**src/rtl/pnor_pkg.sv**
```systemverilog
package pnor_pkg;

  typedef enum logic [2:0] {
    OP_RESET = 3'd0,
    OP_STBY  = 3'd1,
    OP_ODIS  = 3'd2,
    OP_READ  = 3'd3,
    OP_WRITE = 3'd4
  } op_e;

  localparam int DQ_W = 16;

  // operation decode from active-low pin levels; reset pin dominates
  function automatic op_e classify(input logic ce_n, input logic oe_n,
                                   input logic we_n, input logic drst_n);
    if (!drst_n)            return OP_RESET;
    if (ce_n)               return OP_STBY;
    if (!oe_n && !we_n)     return OP_ODIS;
    if (!oe_n)              return OP_READ;
    if (!we_n)              return OP_WRITE;
    return OP_ODIS;
  endfunction

  function automatic logic conflict(input logic ce_n, input logic oe_n,
                                    input logic we_n, input logic drst_n);
    return drst_n && !ce_n && !oe_n && !we_n;
  endfunction

  // content of the internal read array
  function automatic logic [DQ_W-1:0] array_word(input int unsigned a);
    logic [DQ_W-1:0] base;
    base = DQ_W'(a);
    return DQ_W'(base * 16'h0101) ^ 16'h3C5A;
  endfunction

endpackage

```
**src/rtl/pnor_sync.sv**
```systemverilog
module pnor_sync #(
  parameter int W = 1,
  parameter logic [W-1:0] RSTV = '0
) (
  input  logic         clk,
  input  logic         rst_n,
  input  logic [W-1:0] d,
  output logic [W-1:0] q
);
  logic [W-1:0] st1;

  always_ff @(posedge clk or negedge rst_n) begin
    if (!rst_n) begin
      st1 <= RSTV;
      q   <= RSTV;
    end else begin
      st1 <= d;
      q   <= st1;
    end
  end
endmodule

```
**src/rtl/pnor_classify.sv**
```systemverilog
module pnor_classify
  import pnor_pkg::*;
(
  input  logic clk,
  input  logic rst_n,
  input  logic ce_n,
  input  logic oe_n,
  input  logic we_n,
  input  logic drst_n,
  output op_e  op_q,
  output logic err_q
);
  op_e  op_c;
  logic err_c;

  always_comb begin
    op_c  = classify(ce_n, oe_n, we_n, drst_n);
    err_c = conflict(ce_n, oe_n, we_n, drst_n);
  end

  always_ff @(posedge clk or negedge rst_n) begin
    if (!rst_n) begin
      op_q  <= OP_RESET;
      err_q <= 1'b0;
    end else begin
      op_q  <= op_c;
      err_q <= err_c;
    end
  end


  reset_wins_chk: assert property (@(posedge clk) disable iff (!rst_n)
    !drst_n |=> (op_q == OP_RESET));

  standby_chk: assert property (@(posedge clk) disable iff (!rst_n)
    (drst_n && ce_n) |=> (op_q == OP_STBY));

  conflict_odis_chk: assert property (@(posedge clk) disable iff (!rst_n)
    err_q |-> (op_q == OP_ODIS));
endmodule

```
**src/rtl/pnor_wrcap.sv**
```systemverilog
module pnor_wrcap #(
  parameter int AW = 8
) (
  input  logic          clk,
  input  logic          rst_n,
  input  logic          ce_n,
  input  logic          we_n,
  input  logic          drst_n,
  input  logic          prv_ce_n,
  input  logic          prv_oe_n,
  input  logic          prv_we_n,
  input  logic          prv_drst_n,
  input  logic [15:0]   dq_prev,
  input  logic [AW-1:0] lat_addr,
  output logic          wr_valid,
  output logic [AW-1:0] wr_addr,
  output logic [15:0]   wr_data
);
  logic prev_write, rise_we, rise_ce, cap_evt;

  assign prev_write = prv_drst_n && !prv_ce_n && !prv_we_n && prv_oe_n;
  assign rise_we    = !prv_we_n && we_n;
  assign rise_ce    = !prv_ce_n && ce_n;
  // either edge, or both in one sample, yields one event
  assign cap_evt    = prev_write && drst_n && (rise_we || rise_ce);

  always_ff @(posedge clk or negedge rst_n) begin
    if (!rst_n) begin
      wr_valid <= 1'b0;
      wr_addr  <= '0;
      wr_data  <= '0;
    end else begin
      wr_valid <= cap_evt;
      if (cap_evt) begin
        wr_addr <= lat_addr;
        wr_data <= dq_prev;
      end
    end
  end


  single_pulse_chk: assert property (@(posedge clk) disable iff (!rst_n)
    wr_valid |=> !wr_valid);

  no_cap_in_reset_chk: assert property (@(posedge clk) disable iff (!rst_n)
    !drst_n |=> !wr_valid);

  both_edges_once_chk: assert property (@(posedge clk) disable iff (!rst_n)
    (rise_we && rise_ce && cap_evt) |=> (wr_valid ##1 !wr_valid));
endmodule

```
**src/rtl/pnor_rdpath.sv**
```systemverilog
module pnor_rdpath
  import pnor_pkg::*;
#(
  parameter int AW       = 8,
  parameter int CLK_IDLE = 8
) (
  input  logic          clk,
  input  logic          rst_n,
  input  op_e           op_q,
  input  logic [AW-1:0] lat_addr,
  input  logic          bclk_edge,
  output logic [15:0]   dq_out,
  output logic          dq_oe,
  output logic          wait_out,
  output logic          wait_oe
);
  localparam int DEPTH = 1 << AW;
  localparam int CW    = $clog2(CLK_IDLE + 1);
  localparam logic [CW-1:0] IDLE_MAX = CW'(CLK_IDLE);

  logic [15:0] mem [DEPTH];
  logic [15:0] rd_data;
  op_e         op_d;
  logic [CW-1:0] idle_cnt;
  logic        bus_run, rd_first;

  for (genvar g = 0; g < DEPTH; g++) begin : g_arr
    assign mem[g] = array_word(g);
  end

  always_ff @(posedge clk or negedge rst_n) begin
    if (!rst_n) begin
      rd_data  <= '0;
      op_d     <= OP_RESET;
      idle_cnt <= IDLE_MAX;
    end else begin
      rd_data <= mem[lat_addr];
      op_d    <= op_q;
      if (bclk_edge)               idle_cnt <= '0;
      else if (idle_cnt != IDLE_MAX) idle_cnt <= idle_cnt + 1'b1;
    end
  end

  assign bus_run  = (idle_cnt != IDLE_MAX);
  assign rd_first = (op_q == OP_READ) && (op_d != OP_READ);
  assign dq_oe    = (op_q == OP_READ);
  assign wait_oe  = (op_q == OP_READ);
  assign wait_out = wait_oe && bus_run && rd_first;
  assign dq_out   = rd_data;


  wait_gated_chk: assert property (@(posedge clk) disable iff (!rst_n)
    wait_out |-> wait_oe);

  wait_one_cycle_chk: assert property (@(posedge clk) disable iff (!rst_n)
    wait_out |=> !wait_out);

  release_on_exit_chk: assert property (@(posedge clk) disable iff (!rst_n)
    (op_d == OP_READ && op_q != OP_READ) |-> !dq_oe);
endmodule

```
**src/rtl/pnor_bus_front.sv**
```systemverilog
module pnor_bus_front
  import pnor_pkg::*;
#(
  parameter int AW       = 8,
  parameter int CLK_IDLE = 8
) (
  input  logic          clk,
  input  logic          rst_n,
  input  logic          ce_n,
  input  logic          oe_n,
  input  logic          we_n,
  input  logic          dev_rst_n,
  input  logic          adv_n,
  input  logic          bus_clk,
  input  logic [AW-1:0] addr_in,
  input  logic [15:0]   dq_in,
  output logic [15:0]   dq_out,
  output logic          dq_oe,
  output logic          wait_out,
  output logic          wait_oe,
  output logic [2:0]    op_state,
  output logic          bus_err,
  output logic          wr_valid,
  output logic [AW-1:0] wr_addr,
  output logic [15:0]   wr_data
);
  localparam int PW = 6;
  // {ce_n, oe_n, we_n, dev_rst_n, adv_n, bus_clk}
  localparam logic [PW-1:0] PIN_IDLE = 6'b111010;

  logic [PW-1:0] pin_s, pin_d;
  logic [AW-1:0] addr_s, lat_addr;
  logic [15:0]   dq_s, dq_prev;
  logic          bclk_edge;
  op_e           op_q;

  pnor_sync #(.W(PW), .RSTV(PIN_IDLE)) u_psync (
    .clk(clk), .rst_n(rst_n),
    .d({ce_n, oe_n, we_n, dev_rst_n, adv_n, bus_clk}), .q(pin_s));
  pnor_sync #(.W(AW)) u_async (
    .clk(clk), .rst_n(rst_n), .d(addr_in), .q(addr_s));
  pnor_sync #(.W(16)) u_dsync (
    .clk(clk), .rst_n(rst_n), .d(dq_in), .q(dq_s));

  always_ff @(posedge clk or negedge rst_n) begin
    if (!rst_n) begin
      pin_d    <= PIN_IDLE;
      dq_prev  <= '0;
      lat_addr <= '0;
    end else begin
      pin_d   <= pin_s;
      dq_prev <= dq_s;
      if (!pin_s[1]) lat_addr <= addr_s;
    end
  end

  assign bclk_edge = pin_s[0] ^ pin_d[0];

  pnor_classify u_cls (
    .clk(clk), .rst_n(rst_n),
    .ce_n(pin_s[5]), .oe_n(pin_s[4]), .we_n(pin_s[3]), .drst_n(pin_s[2]),
    .op_q(op_q), .err_q(bus_err));

  pnor_wrcap #(.AW(AW)) u_wr (
    .clk(clk), .rst_n(rst_n),
    .ce_n(pin_s[5]), .we_n(pin_s[3]), .drst_n(pin_s[2]),
    .prv_ce_n(pin_d[5]), .prv_oe_n(pin_d[4]), .prv_we_n(pin_d[3]),
    .prv_drst_n(pin_d[2]),
    .dq_prev(dq_prev), .lat_addr(lat_addr),
    .wr_valid(wr_valid), .wr_addr(wr_addr), .wr_data(wr_data));

  pnor_rdpath #(.AW(AW), .CLK_IDLE(CLK_IDLE)) u_rd (
    .clk(clk), .rst_n(rst_n), .op_q(op_q), .lat_addr(lat_addr),
    .bclk_edge(bclk_edge), .dq_out(dq_out), .dq_oe(dq_oe),
    .wait_out(wait_out), .wait_oe(wait_oe));

  assign op_state = op_q;


  addr_hold_chk: assert property (@(posedge clk) disable iff (!rst_n)
    pin_s[1] |=> $stable(lat_addr));

  outputs_off_chk: assert property (@(posedge clk) disable iff (!rst_n)
    (op_q != OP_READ) |-> (!wait_oe && !wait_out));
endmodule

```
**config.mk**
```make
export PLATFORM = sky130hd
export DESIGN_NAME = pnor_bus_front
export DESIGN_NICKNAME = d
export VERILOG_FILES = /design/src/rtl/pnor_pkg.sv /design/src/rtl/pnor_sync.sv /design/src/rtl/pnor_classify.sv /design/src/rtl/pnor_wrcap.sv /design/src/rtl/pnor_rdpath.sv /design/src/rtl/pnor_bus_front.sv
export SDC_FILE = /design/constraint.sdc
export NUM_CORES = 1
export LEC_CHECK = 0
export BUFFER_PORTS_ARGS = -buffer_cell sky130_fd_sc_hd__buf_2
export CAP_MARGIN = 20
export CORE_MARGIN = 1.5
export CORE_UTILIZATION = 57
export CTS_CLUSTER_SIZE = 14
export DETAILED_ROUTE_END_ITERATION = 8
export HOLD_SLACK_MARGIN = 0.12
export PLACE_DENSITY = 0.87
export SYNTH_ARGS = -nofsm -noshare
export SYNTH_HDL_FRONTEND = slang
export SYNTH_HIERARCHICAL = 1
export SYNTH_SLANG_ARGS = --single-unit
```
**constraint.sdc**
```tcl
create_clock -name clk -period 2.9 [get_ports clk]
set_input_delay 0.435 -clock clk [delete_from_list [all_inputs] [get_ports clk]]
set_output_delay 0.435 -clock clk [all_outputs]
set_load 0.05 [all_outputs]
```
-- After elaboration in Yosys (flattened, before gate mapping)
Memory sizes are Yosys's and may differ from the RTL's. A register that Yosys moved wholly into a read port is not among the register bits.
Index checks and enable logic that the tools add are counted.
- add/subtract/negate cells: 1
- eq/ne operators: 3
- muxes and demuxes: 26
- bitwise gates (word level): 2
- reduce and logical (&&, ||, !) cells: 22
- operator list (cell ; number):
    2-to-1 mux 3 bit ; 10
    logical AND 1 bit ; 14
    2-to-1 mux 1 bit ; 14
    inverter 8 -> 9 bit ; 1
    2-to-1 mux 4 bit ; 2
    zero test 1 bit ; 6
    adder 4 x 1 -> 4 bit, second input constant ; 1
    != test 4 bit, second input constant ; 1
    equality test 3 x 2 -> 1 bit, second input constant ; 1
    != test 3 x 2 -> 1 bit, second input constant ; 1
    nonzero test 2 bit ; 1
    logical OR 1 bit ; 1
    bitwise XOR 1 bit ; 1
- register bits after elaboration: 126
- bits in read-only memories: 4096
- bits of input ports: 32
- word-level logic and storage cells: 71
- memories: 1
- memory list (name ; depth ; bits a word ; rd ports ; clocked after Yosys merged registers in ; wr ports ; RTL line ; text):
    (no name shown) ; 256 ; 16 ; 1 ; 1 ; 0 ; pnor_rdpath.sv:37 ; rd_data <= mem[lat_addr];

-- Longest topological paths before layout
Gate-level depths: netlist (run 1).
- depth after elaboration: 17
- mapped depth: 5
- mapped depth without buffers: 5

-- Hierarchy
Netlist (run 1), hierarchy kept.
- by module, submodules not included (module ; times used ; cells each ; area an instance (µm²) ; sequential area each (µm²)):
    pnor_wrcap ; 1 ; 54 ; 948.4 ; 625.6
    pnor_bus_front ; 1 ; 39 ; 869.6 ; 729.4
    pnor_sync (u_dsync) ; 1 ; 32 ; 800.8 ; 800.8
    pnor_rdpath ; 1 ; 50 ; 676.9 ; 476.7
    pnor_sync (u_async) ; 1 ; 16 ; 400.4 ; 400.4
    pnor_sync (u_psync) ; 1 ; 12 ; 310.3 ; 310.3
    pnor_classify ; 1 ; 11 ; 153.9 ; 100.1

-- Worst setup path before layout (run 1)
Ideal clock, no wire load.
- kind: reg-to-output
- start point: register u_cls.op_q[0]
- end point: output wait_out
- data arrival time: 1.980 ns
- required time: 2.465 ns
- path slack: 0.485 ns
- cell stages (with the launch flop): 4
- buffers on the path: 0
- cells stage by stage: dfrtp_1 > nand2_1 > nor2_1 > o211a_1
- cells in the longest elaborated chain, start to end: 3
- elaborated cells between the ends (all ways): 4
- classes of those cells: eq/ne: 1; reduce/logical: 3
- RTL lines (element ; RTL line ; text):
    start: declaration ; pnor_classify.sv:10 ; output op_e op_q,
    start signal: assignment ; pnor_classify.sv:26 ; op_q <= op_c;
    equality test 3 x 2 -> 1 bit * ; -- ;
    via dq_oe ; pnor_bus_front.sv:18 ; output logic dq_oe,
    logical AND 1 bit, on equally long branches ; pnor_rdpath.sv:48, pnor_rdpath.sv:45 ;
    logical AND 1 bit * ; pnor_rdpath.sv:48 ; assign wait_out = wait_oe && bus_run && rd_first;
    end: declaration ; pnor_bus_front.sv:19 ; output logic wait_out,
Mark *: on every way through the listed nets, which the timed path passes. The rest lies on a longest branch.

-- Final worst setup path (run 1)
- start point: register u_rd.idle_cnt[0]
- end point: output wait_out
- cells in the longest elaborated chain, start to end: 3
- RTL lines (element ; RTL line ; text):
    start: declaration ; pnor_rdpath.sv:24 ; logic [CW-1:0] idle_cnt;
    start signal: assignment ; pnor_rdpath.sv:40 ; else if (idle_cnt != IDLE_MAX) idle_cnt <= idle_cnt + 1'b1;
    != test 4 bit ; pnor_rdpath.sv:44 ; assign bus_run = (idle_cnt != IDLE_MAX);
    logical AND 1 bit (2 in a row) ; pnor_rdpath.sv:48 ;
Every way passes these cells.

==> metrics.csv, run 1 <==
stage,metric,value,unit
setup_path,WS Path Type,reg2out,
clocking,worst-skew pair later-pin latency,0.51,ns
drt,TritonRoute pass-1 iters,4,
cells_and_area,Layout Nets,372,
logic_synthesis,most common cell in the netlist,dfrtp_1,
drt,vias per cell,4.68,
timing,Slew @ Worst Pin,0.743,ns
power_and_ir_drop,P_int,3.92,mW
logic_synthesis,Synth Flop Type,dfrtp_1,
logic_synthesis,post-synthesis net count,248,
clocking,CTS Root Buffer Type,clkbuf_8,
power_and_ir_drop,logic gate share of total power,0.139,
global_routing,antenna violations before repair,0,
floorplan,Initial Util,0.602,
timing,"Hold Vio Cnt, Final",0,
logic_synthesis,post-synth cell types,25,
logic_synthesis,post-synthesis sequential area ratio,0.828,
timing,Peak Freq,0.459,GHz
cells_and_area,fin util,0.814,
timing,relative slew slack,0.505,
global_routing,grt ovf,0,
timing,Final Cycle Share,0.752,
setup_path,slowest cell on the critical path,dfrtp_1,
floorplan,Core Footprint,6910,sq um
cells_and_area,Area Growth Syn to Fin,35.1,%
global_routing,vias in the first global route,2335,
cells_and_area,Storage cell area,3440,sq um
timing,RSZ-0062 raised after global routing,false,
global_routing,first-pass GRT wire length,11700,um
floorplan,num rows,30,
clocking,CTS tree,done,
setup_path,worst path cell trace,inv_1 > ha_1 > nand3b_4 > o211a_1 > buf_2,
logic_synthesis,Post-synth EDFFs,0,
timing,Max Slew Vio Count,0,
drt,DRT iter0 DRCs,74,
drt,Residual DRC,0,
setup_path,data arrival time of the worst path,1.75,ns
global_routing,largest net degree at the start of global routing,88,
logic_synthesis,Ys Warns,6,
logic_synthesis,Commonest cells post-synth,"dfrtp_1 (125), mux2_2 (24), dfstp_2 (12)",
setup_path,Slowest Stage Delay on Critical Path,0.41,ns
floorplan,Chip Height,88.4,um
run,max-cap check violation count,0,
clocking,Sink Count,137,
logic_synthesis,area of the mapped netlist,4160,sq um
power_and_ir_drop,Clock Power Share,0.448,
cells_and_area,n_diodes,0,
logic_synthesis,Synth top area share,0.752,
cells_and_area,share of cells above drive strength 1,0.456,
place,Detail Placement HPWL,3750,um
power_and_ir_drop,Reg power frac,0.413,
setup_path,CP required,2.47,ns
power_and_ir_drop,LEAKAGE,2.74,nW
clocking,H-Tree Depth,4,
global_routing,total track usage,0.213,
logic_synthesis,gate count of the mapped netlist,214,
setup_path,Critical Path End Type,output port,
timing,"Worst Setup Slack, final",0.719,ns
setup_path,CP top delay family,flip-flops,
floorplan,die width,88.4,um
cells_and_area,Multi-input gate area,612,sq um
place,gpl congestion,0.681,
power_and_ir_drop,sw power,1.40,mW
floorplan,die area,7820,sq um
timing,setup violators final,0,
logic_synthesis,Synth Area per Inst,19.4,sq um
timing,Tmin final,2.18,ns
clocking,Clock transition at path regs,0.06,ns
setup_path,crit start category,register,
power_and_ir_drop,"IR drop worst, VDD",0.000616,V
drt,final wirelength,7260,um
setup_path,CP Max Fanout,4,
power_and_ir_drop,sw frac,0.262,
power_and_ir_drop,pwr dens,946,nW/um^2
timing,Setup Total Neg Slack,0,ns
cells_and_area,Filler Cell Count,364,
clocking,Resize count post-CTS,0,
clocking,CTS Buf Count,17,
logic_synthesis,post-synth top area cell,dfrtp_1,
setup_path,Buf/Inv on CP,2,
timing,clk_skew,0.0138,ns
logic_synthesis,Seq cells post-synth,137,
outcome,outcome,completed,
logic_synthesis,ranking of synthesized cells by area,"dfrtp_1 (75%), dfstp_2 (7.6%), mux2_2 (6.5%), mux2_4 (2.9%), buf_4 (0.90%)",
drt,"antenna viol nets, final",0,
drt,routed len/inst,16.2,um
place,dpl ws,1.23,ns
place,I/O Buffers,79,
floorplan,boundary pin count,80,
clocking,CTS Buffer Depth,2,
min_path,worst hold path type,reg2reg,
drt,total number of vias,2090,
logic_synthesis,Post-synth ARST share,1.00,
layout by cell type, fill, tap and decap left out:
| master | n |
|---|---|
| a21oi_1 | 2 |
| buf_12 | 1 |
| buf_2 | 78 |
| buf_4 | 2 |
| buf_6 | 1 |
| bufinv_16 | 6 |
| clkbuf_1 | 2 |
| clkbuf_16 | 16 |
| clkbuf_8 | 3 |
| clkinv_2 | 1 |
| clkinvlp_4 | 3 |
| dfrtp_1 | 125 |
| dfstp_2 | 12 |
| dlygate4sd3_1 | 31 |
| ha_1 | 2 |
| inv_1 | 9 |
| inv_6 | 1 |
| mux2_2 | 24 |
| mux2_4 | 8 |
| mux2i_1 | 1 |
| nand2_1 | 3 |
| nand2b_1 | 1 |
| nand2b_4 | 1 |
| nand3_1 | 2 |
| nand3b_1 | 1 |
| nand3b_4 | 1 |
| nor2_1 | 5 |
| nor2b_1 | 1 |
| nor3_1 | 1 |
| nor3b_2 | 1 |
| nor4_4 | 1 |
| o211a_1 | 1 |
| o21a_1 | 1 |
| xnor2_1 | 1 |
| xor2_1 | 2 |
area by class of cell:
cell class | instances | area share
Clock inverter | 11 | 0.0385
Tap cell | 96 | 0.0214
Sequential cell | 137 | 0.613
Inverter | 9 | 0.00601
Clock buffer | 21 | 0.0799
Timing Repair Buffer | 113 | 0.133
Multi-Input combinational cell | 60 | 0.109
kinds of logic (layout without fill, tap and decap cells):
logic type,Yosys count,after routing,synth area share
compound gates,4,4,0.00662
xor+xnor,3,3,0.00632
fa+ha+maj,2,2,0.00601
buf+inv,17,154,0.0253
flops,137,137,0.828
mux,33,33,0.0962
simple gates,18,18,0.0319
path summary, 6_finish.rpt:
path                                         startpoint                          end  slack, ns  cells after the start
setup / recovery           u_rd/idle_cnt[0]$_DFFE_PN0P_                     wait_out       0.72                      5
hold / removal                 u_async/st1[7]$_DFF_PN0_       u_async/q[7]$_DFF_PN0_       0.34                      0
setup reg to reg                 u_psync/q[3]$_DFF_PN1_  u_wr/wr_data[5]$_DFFE_PN0P_       1.24                      4
hold reg to reg                u_async/st1[7]$_DFF_PN0_       u_async/q[7]$_DFF_PN0_       0.34                      0
max in group asynchronous                         rst_n       u_psync/q[5]$_DFF_PN1_       1.56                      3
min in group asynchronous                         rst_n     u_dsync/st1[1]$_DFF_PN0_       0.52                      2
what timing repair did:
item,4_1_cts,5_1_grt
hold endpoints to repair,114,0
buffers inserted,0,0
hold buffers,31,0
setup endpoints to repair,0,0
routing by layer:
metal,global-route usage,share of wire,up-vias
li1,-,-,942
met1,0.254,0.40,1070
met2,0.350,0.53,67
met3,0.0840,0.047,11
met4,0.0909,0.016,0
met5,0,0,-
power groups by stage:
stage               clock (mW)  sequential [mW]  combinational [mW]
global placement             0             2.21               0.688
CTS                       2.41             2.19               0.745
finish                    2.38             2.20               0.739
global route              2.51             2.21               0.776
floorplan                    0             2.55               0.160
detailed placement           0             2.22               0.705
stage by stage:
| stage | total power [mW] | instance area (sq um) | instances | hold WS (ns) |
|---|---|---|---|---|
| floorplan | 2.71 | 4160 | 214 | 0.139 |
| global placement | 2.89 | 4650 | 384 | 0.332 |
| detailed placement | 2.92 | 4650 | 384 | 0.335 |
| CTS | 5.35 | 5620 | 447 | 0.348 |
| global route | 5.50 | 5620 | 447 | 0.351 |
| finish | 5.32 | 5620 | 447 | 0.344 |
state kept, by name (all words and copies together), names as in the netlist, 4 cells and up:
signal and cells:
dq_prev 16, lat_addr 8, pin_d 5, u_async/q 8, u_async/st1 8, u_dsync/q 16, u_dsync/st1 16, u_psync/q 6
u_psync/st1 6, u_rd/dq_out 12, u_rd/idle_cnt 4, u_wr/wr_addr 8, u_wr/wr_data 16
No activity file was read; power rests on OpenSTA's default activity.
==> inputs of run 2 (changes only) <==
--- a/config.mk
+++ b/config.mk
@@ -5,14 +5,15 @@
 export SDC_FILE = /design/constraint.sdc
 export NUM_CORES = 1
 export LEC_CHECK = 0
+export ABC_AREA = 1
 export BUFFER_PORTS_ARGS = -buffer_cell sky130_fd_sc_hd__buf_2
 export CAP_MARGIN = 20
 export CORE_MARGIN = 1.5
-export CORE_UTILIZATION = 57
+export CORE_UTILIZATION = 54
 export CTS_CLUSTER_SIZE = 14
 export DETAILED_ROUTE_END_ITERATION = 8
 export HOLD_SLACK_MARGIN = 0.12
-export PLACE_DENSITY = 0.87
+export PLACE_DENSITY = 0.83
 export SYNTH_ARGS = -nofsm -noshare
 export SYNTH_HDL_FRONTEND = slang
 export SYNTH_HIERARCHICAL = 1
==> constraint.sdc (replaced) <==
create_clock -name clk -period 2.25 [get_ports clk]
set_input_delay 0.3375 -clock clk [delete_from_list [all_inputs] [get_ports clk]]
set_output_delay 0.3375 -clock clk [all_outputs]
set_load 0.05 [all_outputs]
==> run 2 against run 1 <==
Net effect: total power rose by 16%; final area fell by 0.96%; utilization fell by 8.6 points; largest cell class unchanged; register-to-register slack got worse by 0.41 ns; cell count rose by 22%; clock skew fell by 0.0056 ns; worst setup slack got worse by 0.51 ns; non-clock buffer count rose by 1; clock power rose by 5%; die area rose by 7.1%; sequential power rose by 27%; global-route usage fell by 2.1 points.
==> metrics.csv, run 2 <==
stage,metric,value,unit,change
drt,vias per cell,4.51,,-3.5%
floorplan,Chip Height,91.5,um,+3.5%
logic_synthesis,Seq cells post-synth,137,,unchanged
drt,final wirelength,7150,um,-1.6%
setup_path,Buf/Inv on CP,2,,unchanged
timing,setup violators final,0,,unchanged
global_routing,vias in the first global route,2531,,+8.4%
drt,TritonRoute pass-1 iters,5,,+1
cells_and_area,"commonest non-fill, non-tap cell in the layout",dfrtp_1,,
setup_path,WS Path Type,reg2out,,
setup_path,R2R depth,5,,+1
setup_path,Reg-to-Reg End,u_wr/wr_data[2]$_DFFE_PN0P_,,
clocking,Resize count post-CTS,0,,unchanged
setup_path,slowest cell on the critical path,dfrtp_1,,
floorplan,die area,8370,sq um,+7.1%
clocking,Sink Count,137,,unchanged
timing,Slew @ Worst Pin,0.378,ns,-0.365 ns
logic_synthesis,Synth Flop Type,dfrtp_1,,
cells_and_area,Layout Nets,464,,+25%
drt,"antenna viol nets, final",0,,unchanged
place,Detail Placement HPWL,4340,um,+16%
floorplan,boundary pin count,80,,unchanged
logic_synthesis,Commonest cells post-synth,"dfrtp_1 (125), nand2_1 (91), nand3_1 (31)",,
setup_path,Critical Path End Type,output port,,
min_path,worst hold path type,in2async,,
setup_path,crit start category,register,,
setup_path,flop-to-flop setup slack,0.83,ns,-0.41 ns
logic_synthesis,post-synthesis net count,343,,+38%
clocking,Clock transition at path regs,0.06,ns,about the same
power_and_ir_drop,"IR drop worst, VDD",0.000569,V,-7.7%
clocking,CTS Buf Count,17,,unchanged
global_routing,antenna violations before repair,0,,unchanged
logic_synthesis,post-synth top area cell,dfrtp_1,,
power_and_ir_drop,pwr dens,1100,nW/um^2,+17%
global_routing,first-pass GRT wire length,11900,um,+1.8%
logic_synthesis,post-synthesis sequential area ratio,0.814,,-0.0135
setup_path,R2R Path Start,u_psync/q[3]$_DFF_PN1_,,
timing,clk_skew,0.00816,ns,-0.00561 ns
timing,"Worst Setup Slack, final",0.206,ns,-0.513 ns
setup_path,Slowest Stage Delay on Critical Path,0.40,ns,about the same
logic_synthesis,Post-synth ARST share,1.00,,unchanged
global_routing,total track usage,0.192,,-0.0209
cells_and_area,share of cells above drive strength 1,0.298,,-0.158
timing,Tmin final,2.04,ns,
timing,"Hold Vio Cnt, Final",0,,unchanged
drt,Residual DRC,0,,unchanged
logic_synthesis,most common cell in the netlist,dfrtp_1,,
place,dpl ws,0.719,ns,-0.512 ns
clocking,worst-skew pair later-pin latency,0.50,ns,about the same
timing,Peak Freq,0.489,GHz,
timing,Max Slew Vio Count,0,,unchanged
power_and_ir_drop,LEAKAGE,2.86,nW,+4.7%
logic_synthesis,gate count of the mapped netlist,309,,+44%
logic_synthesis,post-synth cell types,15,,-40%
timing,final hold slack,0.307,ns,-0.0371 ns
floorplan,Core Footprint,7650,sq um,+11%
clocking,CTS tree,done,,
setup_path,CP top delay family,flip-flops,,
logic_synthesis,Ys Warns,6,,unchanged
run,max-cap check violation count,0,,unchanged
timing,RSZ-0062 raised after global routing,false,,
logic_synthesis,ranking of synthesized cells by area,"dfrtp_1 (74%), nand2_1 (8.1%), dfstp_2 (7.5%), nand3_1 (3.7%), inv_1 (1.7%)",,
logic_synthesis,Synth top area share,0.740,,-0.0122
setup_path,worst path cell trace,inv_1 > ha_1 > nand3_1 > nand2_1 > nor2_2 > buf_2,,
global_routing,largest net degree at the start of global routing,75,,-15%
drt,total number of vias,2459,,+18%
logic_synthesis,Synth Area per Inst,13.7,sq um,-30%
setup_path,data arrival time of the worst path,1.71,ns,-0.04 ns
power_and_ir_drop,Clock Power Share,0.405,,-0.043
global_routing,grt ovf,0,,unchanged
setup_path,CP Max Fanout,4,,unchanged
cells_and_area,Layout Cells excl Fill,545,,+22%
power_and_ir_drop,Reg power frac,0.456,,+0.043
cells_and_area,most frequent cells in the layout,"dfrtp_1 (125), nand2_1 (91), buf_2 (78), dlygate4sd3_1 (31), nand3_1 (31)",,
clocking,CTS Buffer Depth,2,,unchanged
floorplan,die width,91.5,um,+3.5%
clocking,CTS Root Buffer Type,clkbuf_8,,
logic_synthesis,Post-synth EDFFs,0,,unchanged
drt,DRT iter0 DRCs,132,,+78%
timing,relative slew slack,0.748,,+0.243
power_and_ir_drop,sw power,1.75,mW,+25%
power_and_ir_drop,logic gate share of total power,0.139,,about the same
cells_and_area,Filler Cell Count,495,,+36%
place,I/O Buffers,79,,unchanged
drt,routed len/inst,13.1,um,-19%
power_and_ir_drop,sw frac,0.285,,+0.0224
floorplan,Initial Util,0.553,,-0.0493
timing,Setup Total Neg Slack,0,ns,unchanged
setup_path,CP required,1.91,ns,-0.56 ns
place,gpl congestion,0.731,,+7.3%
power_and_ir_drop,P_int,4.40,mW,+12%
cells_and_area,n_diodes,0,,unchanged
floorplan,num rows,32,,+6.7%
cells_and_area,Area Growth Syn to Fin,31.7,%,
place,number of placed cells counting well taps,482,,+26%
clocking,H-Tree Depth,4,,unchanged
timing,Final Cycle Share,0.908,,
logic_synthesis,area of the mapped netlist,4230,sq um,+1.7%
outcome,outcome,completed,,
## run 2: changes by cell type in the layout (fill, tap and decap cells not counted), sizes merged, moves of 4 or more
cell / delta
nand2: +89
mux2: -32
nand3: +29
inv: +13
nor2: +7
bufinv: -5
clkinv: +4
## run 2: cell type report
| cell class | count | area [sq um] | area share |
|---|---|---|---|
| Sequential cell | 137 | 3440 | 0.618 |
| Timing Repair Buffer | 114 | 754 | 0.136 |
| Multi-Input combinational cell | 139 | 611 | 0.110 |
| Clock buffer | 20 | 435 | 0.0782 |
| Tap cell | 102 | 128 | 0.0229 |
| Clock inverter | 12 | 118 | 0.0211 |
| Inverter | 21 | 78.8 | 0.0142 |
## run 2: logic make-up (layout without fill, tap and decap cells)
group,Yosys count,count (layout),share of synthesized area
AND/OR/NAND/NOR,135,135,0.135
flip-flops,137,137,0.814
adder cells (fa/ha/maj),2,2,0.00592
buffers and inverters,33,167,0.0426
AO/OA/AOI/OAI,2,2,0.00237
## run 2: metal layers
| layer | global-route usage | routed length [um] | vias to the layer above |
|---|---|---|---|
| li1 | - | - | 1190 |
| met1 | 0.237 | 3040 | 1198 |
| met2 | 0.318 | 3770 | 67 |
| met3 | 0.0637 | 285 | 4 |
| met4 | 0.0703 | 57 | 0 |
| met5 | 0 | 0 | - |
## run 2: per-stage QoR
step	power (mW)	utilization	instance area, sq um
finish	6.15	0.728	5570
global route	6.40	0.728	5570
CTS	6.21	0.728	5570
detailed placement	3.66	0.615	4700
global placement	3.63	0.615	4700
floorplan	3.40	-	4230
## run 2: worst max path at each step
| stage | from | end | slack [ns] | depth (start not counted) |
|---|---|---|---|---|
| after global placement | u_rd/idle_cnt[0]$_DFFE_PN0P_ | wait_out | 0.79 | 6 |
| after CTS | u_rd/idle_cnt[0]$_DFFE_PN0P_ | wait_out | 0.18 | 6 |
| after floorplan | u_cls/op_q[0]$_DFF_PN0_ | wait_out | 0.12 | 4 |
| after detailed placement | u_rd/idle_cnt[0]$_DFFE_PN0P_ | wait_out | 0.72 | 6 |
| after global routing | u_rd/idle_cnt[0]$_DFFE_PN0P_ | wait_out | 0.08 | 6 |
| final | u_rd/idle_cnt[0]$_DFFE_PN0P_ | wait_out | 0.21 | 6 |
## run 2: power groups by stage
stage          Combinational (mW)  Clock [mW]  Sequential, mW
3_5_place_dp                0.813           0            2.84
2_1_floorplan               0.179           0            3.22
3_3_place_gp                0.795           0            2.83
5_1_grt                     0.911        2.66            2.82
6_report                    0.853        2.49            2.80
4_1_cts                     0.858        2.55            2.80
## run 2: what timing repair did
item / in CTS / in global routing
endpoints found under the setup margin: 0 / 0
hold buffers: 31 / 0
hold endpoints to repair: 69 / 0
buffers inserted: 0 / 0
==> inputs of run 3 (changes only) <==
--- a/config.mk
+++ b/config.mk
@@ -9,12 +9,11 @@
 export BUFFER_PORTS_ARGS = -buffer_cell sky130_fd_sc_hd__buf_2
 export CAP_MARGIN = 20
 export CORE_MARGIN = 1.5
-export CORE_UTILIZATION = 54
+export CORE_UTILIZATION = 53
 export CTS_CLUSTER_SIZE = 14
 export DETAILED_ROUTE_END_ITERATION = 8
 export HOLD_SLACK_MARGIN = 0.12
-export PLACE_DENSITY = 0.83
+export PLACE_DENSITY = 0.82
 export SYNTH_ARGS = -nofsm -noshare
 export SYNTH_HDL_FRONTEND = slang
-export SYNTH_HIERARCHICAL = 1
 export SYNTH_SLANG_ARGS = --single-unit
==> run 3 against run 2 <==
Net effect: cell count shrank 3.7%; sequential share of layout area shrank 0.26 points; critical path type unchanged; global-route usage is 2.0 points higher; largest power group unchanged; sequential cell count is the same; die area up 0.57%.
==> metrics.csv, run 3 <==
stage,metric,value,unit,change
outcome,outcome,completed,,
setup_path,slowest cell on the critical path,dfrtp_1,,
power_and_ir_drop,LEAKAGE,2.82,nW,-1.4%
place,I/O Buffers,79,,unchanged
clocking,CTS Root Buffer Type,clkbuf_8,,
timing,relative slew slack,0.666,,-0.0825
logic_synthesis,Post-synth ARST share,1.00,,unchanged
power_and_ir_drop,pwr dens,1160,nW/um^2,+4.7%
cells_and_area,"commonest non-fill, non-tap cell in the layout",dfrtp_1,,
timing,Slew @ Worst Pin,0.501,ns,+0.123 ns
power_and_ir_drop,Pwr Total,6.46,mW,+5.1%
clocking,postcts setup bufs,0,,unchanged
timing,clk_skew,0.00643,ns,-0.00173 ns
global_routing,antenna violations before repair,0,,unchanged
logic_synthesis,ranking of synthesized cells by area,"dfrtp_1 (75%), dfstp_2 (7.6%), nand2_1 (5.5%), nand3_1 (3.5%), buf_4 (1.3%)",,
logic_synthesis,post-synthesis sequential area ratio,0.825,,+0.0105
floorplan,Chip Height,91.8,um,+0.28%
timing,Peak Freq,0.469,GHz,-4.1%
setup_path,flop-to-flop setup slack,0.69,ns,-0.14 ns
global_routing,total track usage,0.212,,+0.0197
clocking,Sink Count,137,,unchanged
timing,Final Cycle Share,0.947,,+0.0388
logic_synthesis,post-synthesis net count,323,,-5.8%
floorplan,die width,91.8,um,+0.28%
clocking,CTS Buf Count,17,,unchanged
clocking,CTS Buffer Depth,2,,unchanged
setup_path,Critical Path End Type,output port,,
clocking,H-Tree Depth,4,,unchanged
logic_synthesis,post-synth cell types,22,,+7
logic_synthesis,Commonest cells post-synth,"dfrtp_1 (125), nand2_1 (61), nand3_1 (29)",,
drt,DRT iter0 DRCs,154,,+17%
logic_synthesis,gate count of the mapped netlist,289,,-6.5%
clocking,worst-skew pair later-pin latency,0.51,ns,about the same
drt,TritonRoute pass-1 iters,4,,-1
setup_path,Reg-to-Reg End,u_wr.wr_data[8]$_DFFE_PN0P_,,
logic_synthesis,Ys Warns,0,,-6
cells_and_area,Layout Nets,444,,-4.3%
global_routing,largest net degree at the start of global routing,50,,-33%
place,Detail Placement HPWL,4720,um,+9.0%
setup_path,crit start category,register,,
cells_and_area,Filler Cell Count,482,,-2.6%
setup_path,WS Path Type,reg2out,,
timing,Setup Total Neg Slack,0,ns,unchanged
cells_and_area,Layout Cells excl Fill,525,,-3.7%
global_routing,grt ovf,0,,unchanged
drt,"antenna viol nets, final",0,,unchanged
min_path,worst hold path type,in2async,,
clocking,Clock transition at path regs,0.05,ns,about the same
setup_path,data arrival time of the worst path,1.79,ns,+0.08 ns
logic_synthesis,Synth Area per Inst,14.4,sq um,+5.6%
timing,final hold slack,0.322,ns,+0.0145 ns
timing,Max Slew Vio Count,0,,unchanged
global_routing,first-pass GRT wire length,12800,um,+7.3%
timing,setup violators final,0,,unchanged
logic_synthesis,post-synth top area cell,dfrtp_1,,
setup_path,CP top delay family,flip-flops,,
cells_and_area,Multi-input gate area,593,sq um,-2.9%
setup_path,CP Max Fanout,5,,+1
clocking,CTS tree,done,,
cells_and_area,share of cells above drive strength 1,0.314,,+0.0165
logic_synthesis,area of the mapped netlist,4180,sq um,-1.3%
floorplan,die area,8420,sq um,+0.57%
drt,total number of vias,2484,,+1.0%
setup_path,cell mode on critical path,nor2_2,,
logic_synthesis,Post-synth EDFFs,0,,unchanged
drt,routed len/inst,14.5,um,+10%
setup_path,Slowest Stage Delay on Critical Path,0.43,ns,+0.03 ns
timing,"Hold Vio Cnt, Final",0,,unchanged
logic_synthesis,most common cell in the netlist,dfrtp_1,,
setup_path,worst path cell trace,inv_1 > ha_1 > nand2_1 > nor2_2 > nor2_2 > buf_2,,
place,gpl congestion,0.774,,+5.8%
cells_and_area,most frequent cells in the layout,"dfrtp_1 (125), buf_2 (78), nand2_1 (61), dlygate4sd3_1 (31), nand3_1 (29)",,
run,max-cap check violation count,0,,unchanged
floorplan,num rows,32,,unchanged
place,number of placed cells counting well taps,462,,-4.1%
drt,vias per cell,4.73,,+4.9%
drt,Residual DRC,0,,unchanged
setup_path,Buf/Inv on CP,2,,unchanged
setup_path,CP required,1.91,ns,about the same
floorplan,Core Footprint,7690,sq um,+0.52%
setup_path,R2R Path Start,pin_d[4]$_DFF_PN1_,,
power_and_ir_drop,"IR drop worst, VDD",0.000651,V,+14%
cells_and_area,n_diodes,0,,unchanged
timing,Tmin final,2.13,ns,+0.0872 ns
setup_path,R2R depth,5,,unchanged
logic_synthesis,Synth Flop Type,dfrtp_1,,
cells_and_area,Storage cell area,3440,sq um,unchanged
logic_synthesis,Synth top area share,0.749,,+0.00953
floorplan,boundary pin count,80,,unchanged
global_routing,vias in the first global route,2633,,+4.0%
timing,RSZ-0062 raised after global routing,false,,
cells_and_area,Area Growth Syn to Fin,33.9,%,
drt,final wirelength,7600,um,+6.4%
logic_synthesis,Seq cells post-synth,137,,unchanged
floorplan,Initial Util,0.543,,-0.00988
run 3: changes by cell type after synthesis, moves of 2 or more:
cell	change
a21oi_1	+4
buf_2	+3
buf_4	-2
inv_1	-5
mux2_2	+2
nand2_1	-30
nand3_1	-2
nor2_1	+4
nor3_1	+2
o21ai_0	+2
run 3: worst reg2reg max path, cell delays in order (launching register included):
cell and delay (ns):
dfstp_2 0.51, nand2_1 0.06, nor2_2 0.40, nand2_4 0.27, nand2_1 0.14, nand2_1 0.06
run 3: where the power goes:
| part | internal (mW) | total, mW | switching [mW] | leakage [nW] |
|---|---|---|---|---|
| clock network | 1.85 | 2.78 | 0.928 | 0.296 |
| logic | 0.208 | 0.879 | 0.671 | 0.902 |
| registers | 2.69 | 2.80 | 0.115 | 1.63 |
| total | 4.75 | 6.46 | 1.71 | 2.82 |
run 3: logic make-up (layout without fill, tap and decap cells):
kind of cell             count (synthesis)  in the layout  synth area share
AO/OA/AOI/OAI                            9              9            0.0114
XOR/XNOR                                 1              1           0.00210
adder cells (fa/ha/maj)                  2              2           0.00599
buffers and inverters                   27            161            0.0351
flip-flops                             137            137             0.825
multiplexers                             2              2           0.00539
AND/OR/NAND/NOR                        111            111             0.115
run 3: final cells by class:
cell class	count	share of cell area
sequential	137	0.616
timing repair buffer	114	0.137
multi-input combinational	125	0.106
clock buffer	23	0.0817
clock inverter	9	0.0264
tap	102	0.0228
inverter	15	0.0101
run 3: repair_timing:
action	4_1_cts	5_1_grt
endpoints found under the setup margin	0	1
hold buffers	31	0
gates resized for setup	0	1
hold endpoints to repair	75	0
run 3: through the flow:
step / util / setup slack, ns / area (sq um)
global route: 0.727 / 0.0212 / 5590
finish: 0.727 / 0.119 / 5590
CTS: 0.727 / 0.124 / 5590
global placement: 0.608 / 0.761 / 4670
detailed placement: 0.608 / 0.681 / 4670
floorplan: - / 0.0287 / 4180
run 3: worst max path at each step:
| stage | start | to | slack [ns] | cells after the start |
|---|---|---|---|---|
| floorplan | u_cls.op_q[1]$_DFF_PN0_ | wait_out | 0.03 | 4 |
| global placement | u_rd.idle_cnt[0]$_DFFE_PN0P_ | wait_out | 0.76 | 6 |
| detailed placement | pin_d[4]$_DFF_PN1_ | u_wr.wr_data[4]$_DFFE_PN0P_ | 0.68 | 5 |
| CTS | u_rd.idle_cnt[0]$_DFFE_PN0P_ | wait_out | 0.12 | 6 |
| global route | u_rd.idle_cnt[0]$_DFFE_PN0P_ | wait_out | 0.02 | 6 |
| finish | u_rd.idle_cnt[0]$_DFFE_PN0P_ | wait_out | 0.12 | 6 |
run 3: routing by layer:
| layer | wire [um] | part of all wire | GRT usage | vias to the layer above |
|---|---|---|---|---|
| met5 | 0 | 0 | 0 | - |
| met4 | 190 | 0.025 | 0.114 | 0 |
| met3 | 386 | 0.051 | 0.0871 | 18 |
| met2 | 4050 | 0.53 | 0.343 | 77 |
| met1 | 2980 | 0.39 | 0.241 | 1241 |
| li1 | - | - | - | 1148 |
